==> src/rtl/sim_status_pkg.sv <==
package sim_status_pkg;
  typedef enum logic [1:0] {
    IDX_HALT   = 2'd0,
    IDX_RESULT = 2'd1,
    IDX_NAME   = 2'd2,
    IDX_HOLE   = 2'd3
  } reg_idx_e;

  localparam int unsigned WORD_BYTES = 4;
  localparam int unsigned WORD_W     = 8 * WORD_BYTES;
endpackage

==> src/rtl/sst_reg_decode.sv <==
module sst_reg_decode
  import sim_status_pkg::*;
#(
  parameter int unsigned ADDR_W = 4
) (
  input  logic              wr_i,
  input  logic [ADDR_W-1:0] addr_i,
  input  logic [3:0]        be_i,
  input  logic              busy_i,
  output logic              halt_wr_o,
  output logic              result_wr_o,
  output logic              name_wr_o,
  output logic              bad_wr_o
);
  logic     hi_ok;
  logic     shape_ok;
  reg_idx_e idx;

  generate
    if (ADDR_W > 4) begin : g_hi
      assign hi_ok = (addr_i[ADDR_W-1:4] == '0);
    end else begin : g_nohi
      assign hi_ok = 1'b1;
    end
  endgenerate

  assign shape_ok = hi_ok && (addr_i[1:0] == 2'b00) && (be_i == 4'hF);
  assign idx      = reg_idx_e'(addr_i[3:2]);

  always_comb begin
    halt_wr_o   = 1'b0;
    result_wr_o = 1'b0;
    name_wr_o   = 1'b0;
    bad_wr_o    = 1'b0;
    if (wr_i) begin
      if (!shape_ok) begin
        bad_wr_o = 1'b1;
      end else begin
        unique case (idx)
          IDX_HALT:   halt_wr_o   = 1'b1;
          IDX_RESULT: result_wr_o = 1'b1;
          IDX_NAME: begin
            // re-arming during a fetch is an access error
            if (busy_i) bad_wr_o  = 1'b1;
            else        name_wr_o = 1'b1;
          end
          default:    bad_wr_o    = 1'b1;
        endcase
      end
    end
  end
endmodule

==> src/rtl/sst_name_fetch.sv <==
module sst_name_fetch
  import sim_status_pkg::*;
#(
  parameter int unsigned NAME_BYTES = 16,
  parameter int unsigned MEM_AW     = 32
) (
  input  logic                    clk_i,
  input  logic                    rst_ni,
  input  logic                    start_i,
  input  logic [WORD_W-1:0]       ptr_i,
  input  logic                    mem_ack_i,
  input  logic [WORD_W-1:0]       mem_rdata_i,
  output logic                    mem_req_o,
  output logic [MEM_AW-1:0]       mem_addr_o,
  output logic                    busy_o,
  output logic                    done_o,
  output logic [8*NAME_BYTES-1:0] name_o
);
  localparam int unsigned WORDS = NAME_BYTES / WORD_BYTES;
  localparam int unsigned BW    = (WORDS > 1) ? $clog2(WORDS) : 1;
  localparam logic [BW-1:0] LAST = BW'(WORDS - 1);

  logic              busy_q;
  logic [BW-1:0]     beat_q;
  logic [MEM_AW-1:0] ptr_q;
  logic              take;

  assign take       = busy_q && mem_ack_i;
  assign done_o     = take && (beat_q == LAST);
  assign busy_o     = busy_q;
  assign mem_req_o  = busy_q;
  assign mem_addr_o = ptr_q + MEM_AW'({beat_q, 2'b00});

  always_ff @(posedge clk_i or negedge rst_ni) begin
    if (!rst_ni) begin
      busy_q <= 1'b0;
      beat_q <= '0;
      ptr_q  <= '0;
    end else if (start_i && !busy_q) begin
      busy_q <= 1'b1;
      beat_q <= '0;
      ptr_q  <= MEM_AW'(ptr_i);
    end else if (take) begin
      beat_q <= beat_q + 1'b1;
      if (beat_q == LAST) busy_q <= 1'b0;
    end
  end

  generate
    for (genvar w = 0; w < WORDS; w++) begin : g_word
      logic [WORD_W-1:0] word_q;
      logic [WORD_W-1:0] keep;
      if (w == WORDS - 1) begin : g_term
        assign keep = {8'h00, {(WORD_W-8){1'b1}}};
      end else begin : g_body
        assign keep = '1;
      end
      always_ff @(posedge clk_i or negedge rst_ni) begin
        if (!rst_ni)                        word_q <= '0;
        else if (take && beat_q == BW'(w))  word_q <= mem_rdata_i & keep;
      end
      assign name_o[w*WORD_W +: WORD_W] = word_q;
    end
  endgenerate
endmodule

==> src/rtl/sst_result_hold.sv <==
module sst_result_hold
  import sim_status_pkg::*;
(
  input  logic              clk_i,
  input  logic              rst_ni,
  input  logic              result_wr_i,
  input  logic [WORD_W-1:0] wdata_i,
  input  logic              fetch_busy_i,
  input  logic              fetch_done_i,
  output logic              valid_o,
  output logic              fail_o
);
  logic [WORD_W-1:0] value_q;
  logic              pend_q;
  logic              valid_q;
  logic              active;

  // a fetch finishing this cycle no longer blocks a result
  assign active = fetch_busy_i && !fetch_done_i;

  always_ff @(posedge clk_i or negedge rst_ni) begin
    if (!rst_ni) begin
      value_q <= '0;
      pend_q  <= 1'b0;
      valid_q <= 1'b0;
    end else begin
      if (result_wr_i) value_q <= wdata_i;
      valid_q <= (result_wr_i && !active) || (pend_q && fetch_done_i);
      if (result_wr_i && active) pend_q <= 1'b1;
      else if (fetch_done_i)     pend_q <= 1'b0;
    end
  end

  assign valid_o = valid_q;
  assign fail_o  = |value_q;
endmodule

==> src/rtl/sim_status_ctrl.sv <==
module sim_status_ctrl
  import sim_status_pkg::*;
#(
  parameter int unsigned ADDR_W     = 4,
  parameter int unsigned MEM_AW     = 32,
  parameter int unsigned NAME_BYTES = 16
) (
  input  logic                    clk_i,
  input  logic                    rst_ni,
  input  logic                    wr_i,
  input  logic [ADDR_W-1:0]       addr_i,
  input  logic [31:0]             wdata_i,
  input  logic [3:0]              be_i,
  output logic                    mem_req_o,
  output logic [MEM_AW-1:0]       mem_addr_o,
  input  logic                    mem_ack_i,
  input  logic [31:0]             mem_rdata_i,
  output logic                    shutdown_o,
  output logic                    result_valid_o,
  output logic                    result_fail_o,
  output logic                    busy_o,
  output logic [8*NAME_BYTES-1:0] name_o,
  output logic                    err_o
);
  logic halt_wr, result_wr, name_wr, bad_wr;
  logic fetch_busy, fetch_done;
  logic shut_q, err_q;

  sst_reg_decode #(.ADDR_W(ADDR_W)) u_dec (
    .wr_i        (wr_i),
    .addr_i      (addr_i),
    .be_i        (be_i),
    .busy_i      (fetch_busy),
    .halt_wr_o   (halt_wr),
    .result_wr_o (result_wr),
    .name_wr_o   (name_wr),
    .bad_wr_o    (bad_wr)
  );

  sst_name_fetch #(.NAME_BYTES(NAME_BYTES), .MEM_AW(MEM_AW)) u_fetch (
    .clk_i       (clk_i),
    .rst_ni      (rst_ni),
    .start_i     (name_wr),
    .ptr_i       (wdata_i),
    .mem_ack_i   (mem_ack_i),
    .mem_rdata_i (mem_rdata_i),
    .mem_req_o   (mem_req_o),
    .mem_addr_o  (mem_addr_o),
    .busy_o      (fetch_busy),
    .done_o      (fetch_done),
    .name_o      (name_o)
  );

  sst_result_hold u_res (
    .clk_i        (clk_i),
    .rst_ni       (rst_ni),
    .result_wr_i  (result_wr),
    .wdata_i      (wdata_i),
    .fetch_busy_i (fetch_busy),
    .fetch_done_i (fetch_done),
    .valid_o      (result_valid_o),
    .fail_o       (result_fail_o)
  );

  always_ff @(posedge clk_i or negedge rst_ni) begin
    if (!rst_ni) begin
      shut_q <= 1'b0;
      err_q  <= 1'b0;
    end else begin
      shut_q <= halt_wr;
      err_q  <= err_q | bad_wr;
    end
  end

  assign shutdown_o = shut_q;
  assign err_o      = err_q;
  assign busy_o     = fetch_busy;
endmodule

==> config.mk <==
export PLATFORM = sky130hd
export DESIGN_NAME = sim_status_ctrl
export DESIGN_NICKNAME = d
export VERILOG_FILES = /design/src/rtl/sim_status_pkg.sv /design/src/rtl/sst_reg_decode.sv /design/src/rtl/sst_name_fetch.sv /design/src/rtl/sst_result_hold.sv /design/src/rtl/sim_status_ctrl.sv
export SDC_FILE = /design/constraint.sdc
export NUM_CORES = 1
export LEC_CHECK = 0
export BUFFER_PORTS_ARGS = -buffer_cell sky130_fd_sc_hd__buf_2
export CAP_MARGIN = 40
export CORE_ASPECT_RATIO = 1.25
export CORE_MARGIN = 4
export CORE_UTILIZATION = 25
export DETAILED_ROUTE_END_ITERATION = 6
export SETUP_SLACK_MARGIN = 0.1
export SLEW_MARGIN = 20
export SYNTH_ARGS = -nofsm -noshare
export SYNTH_HDL_FRONTEND = slang
export SYNTH_SLANG_ARGS = --single-unit
==> constraint.sdc <==
create_clock -name clk_i -period 2 [get_ports clk_i]
set_clock_uncertainty 0.05 [all_clocks]
set_input_delay 0.1 -clock clk_i [delete_from_list [all_inputs] [get_ports clk_i]]
set_output_delay 0.1 -clock clk_i [all_outputs]
set_load 0.02 [all_outputs]
==> flow_summary.yaml <==
timing:
  slew_viol_final: 0
  worst_pin_slew_ps: 670
  period_share_pct: 119
  hold_viol: 0
  rsz0062_at_grt: "true"
  setup_viol: 28
  clock.fmax_mhz: 419
  fin_crit_ps: 2390
  max_slew_margin_pct: 55.2
  setup_ws_ps: -389
clock_network:
  clock-sinks: 191
  path_clk_slew_ps: 70
  htreeDepth: 4
  clk_latency_ps: 420
  numCtsBuffers: 17
  cts_tree: "built"
  root_buffer: "clkbuf_16"
  cts_buffer_depth: 2
route:
  dr.pass1.iters: 4
  post-route-drc-count: 0
  totalWireLength_mm: 21.4
  drtAntennaViolNets: 0
  viasPerCell: 4.33
  wl_per_cell_um: 16.6
  vias: 5563
  drtIter0Drc: 198
yosys:
  yosysWarningCount: 0
  syn_inst: 536
  synth_area_leaders: "dfrtp_1 (60%), mux2_2 (25%), xnor2_1 (2.5%)"
  yosysUniqueCellTypes: 38
  yosys.area.top_type_share_pct: 60.1
  yosysTopAreaCell: "dfrtp_1"
  ys_ff_latch: 191
  syn-cell-area_um2: 7950
  synth_area_per_cell_um2: 14.8
  synth-edff-count: 0
  yosysMostFrequentCell: "dfrtp_1"
  yosysSeqAreaShare_pct: 60.1
  synth_async_sr_flop_share_pct: 100
  synthTopCellsByCount: "dfrtp_1 (191), mux2_2 (174), xnor2_1 (23)"
  ys.flop_type: "dfrtp_1"
critical_path:
  ff2ff_path_depth: 4
  timing.rr.end: "u_fetch.g_word[2].word_q[14]$_DFFE_PN0P_"
  crit_start: "u_fetch.ptr_q[3]$_DFFE_PN0P_"
  critPathKind: "flop to primary output"
  critPathLaunchType: "flop"
  rrSetupSlack_ps: 270
  r2r_start: "u_fetch.busy_o$_DFFE_PN0P_"
  path_max_fanout: 4
  worst-endpoint-arrival_ps: 2240
  crit_required_ps: 1850
  end_kind: "primary output"
placed_design:
  dp.cells: 1174
  hpwl_mm: 15.0
  portBuffers: 233
  gp_congestion: 0.773
layout:
  stdcell_count: 1284
  antenna_cells: 0
  nets: 948
  syn2layout_area_growth_pct: 41.5
  post-route-util_pct: 36.1
  drive_above_1_share_pct: 56.4
floorplanning:
  die_w_um: 168
  io_pins: 242
  start_util_pct: 25.5
  rows: 72
  die_area_um2: 34700
  core_region_area_um2: 31200
  dieHeight_um: 207
min_path:
  min-delay-start: "addr_i[2]"
  worstHoldPathCells: 4
  whs_endpoint: "err_o$_DFF_PN0_"
  worstHoldPathType: "input port to flop"
outcome:
  violations: "setup timing"
  status: "finished, violations left"
power:
  p_int_mw: 7.44
  combPwrFrac_pct: 26.6
  sw_frac_of_total_pct: 33.0
  p_switching_mw: 3.67
  p_leak_nw: 5.95
  seqPwrFrac_pct: 44.2
  p_per_area_nw_per_um2: 988
  clockPowerShare_pct: 29.2
  peakVddDrop_v: 0.000569
global_routing:
  grt_pass1_vias: 5989
  grt_pass1_wl_mm: 33.9
  grt_util_all_layers_pct: 12.3
  antenna_found_initial: 1
  grt_overflow: 0
  grt_max_degree: 56
flow_run:
  cap_violations: 0
[cell families (layout without fill, tap and decap cells)]
kind of cell / Yosys count / count (layout) / synth area share (%)
buf+inv: 34 / 368 / 2.42
mux: 184 / 184 / 26.1
flops: 191 / 191 / 60.1
fa+ha+maj: 7 / 7 / 1.20
compound gates: 7 / 7 / 0.503
other cells: 1 / 8 / 0.0472
simple gates: 84 / 84 / 6.59
xor+xnor: 28 / 28 / 3.08
[power groups by stage]
stage | sequential (mW) | combinational (mW) | clock [mW]
floorplan | 5.71 | 0.886 | 0
global placement | 4.96 | 2.82 | 0
global route | 5.01 | 3.18 | 3.54
detailed placement | 4.98 | 2.85 | 0
CTS | 4.92 | 2.99 | 3.39
finish | 4.92 | 2.95 | 3.25
[worst max path at each step]
stage / to / slack [ps]
4_1_cts: mem_addr_o[18] / -370
3_5_place_dp: mem_addr_o[18] / 3
3_3_place_gp: mem_addr_o[18] / 70
6_report: mem_addr_o[17] / -390
5_1_grt: mem_addr_o[18] / -510
2_1_floorplan: mem_addr_o[16] / 130
[stage by stage]
step | total power, mW | worst slack (ps) | setup TNS, ps | hold slack, ps | cell area (um2)
2_1_floorplan | 6.60 | 129 | 0 | -246 | 8000
3_3_place_gp | 7.78 | 72.9 | 0 | 51.3 | 9790
3_5_place_dp | 7.83 | 2.85 | 0 | 47.7 | 9790
4_1_cts | 11.3 | -372 | -7500 | 19.5 | 11200
5_1_grt | 11.7 | -507 | -10620 | 68.6 | 11300
6_report | 11.1 | -389 | -7110 | 50.1 | 11300
[area by class of cell]
cell class | count | area, um2
multi-input cells | 318 | 3140
flip-flops and latches | 191 | 4780
clock inverters | 14 | 123
clock buffers | 17 | 425
fillers | 3103 | 19900
repair buffers | 333 | 2260
inverters | 4 | 15.0
well taps | 407 | 509
[timing repair]
| action | CTS | global route |
|---|---|---|
| hold buffers | 71 | 0 |
| endpoints found under the hold margin | 282 | 0 |
| pin swaps | 8 | 12 |
| gates resized for setup | 21 | 16 |
| endpoints found under the setup margin | 29 | 30 |
| buffers inserted | 5 | 3 |
[state kept, by name, summed over array words and instances, names as in the netlist]
register,flops
u_fetch.ptr_q,32
u_fetch.beat_q,2
u_fetch.g_word.word_q,120
err_o,1
shutdown_o,1
u_res.pend_q,1
u_res.value_q,32
u_res.valid_o,1
u_fetch.busy_o,1
[per-layer routing]
metal / part of all wire (%) / track usage (%)
met1: 41 / 14.5
met2: 50 / 21.1
met3: 7.4 / 4.42
met4: 1.5 / 3.42
met5: 0.061 / 0
[critical path, cell delays in order, from the launching register on]
cell	delay [ps]
dfrtp_1	420
ha_1	310
a21oi_1	390
nor3_2	100
buf_4	170
nand4_1	100
xnor2_1	140
buf_2	190
[placed cells by master (no fill, tap or decap), drive strengths merged, types with 3 or more instances in the layout]
cell type      n
nor2           7
dlygate4sd3   71
nor3           4
dfrtp        191
ha             6
o21ai          3
clkbuf        18
xor2           5
buf          261
xnor2         23
nand3         15
inv           12
and4           3
mux2         184
conb           8
nand2         19
nor4          11
clkinv         4
nand4         15
No activity file was read; power rests on OpenSTA's default activity.
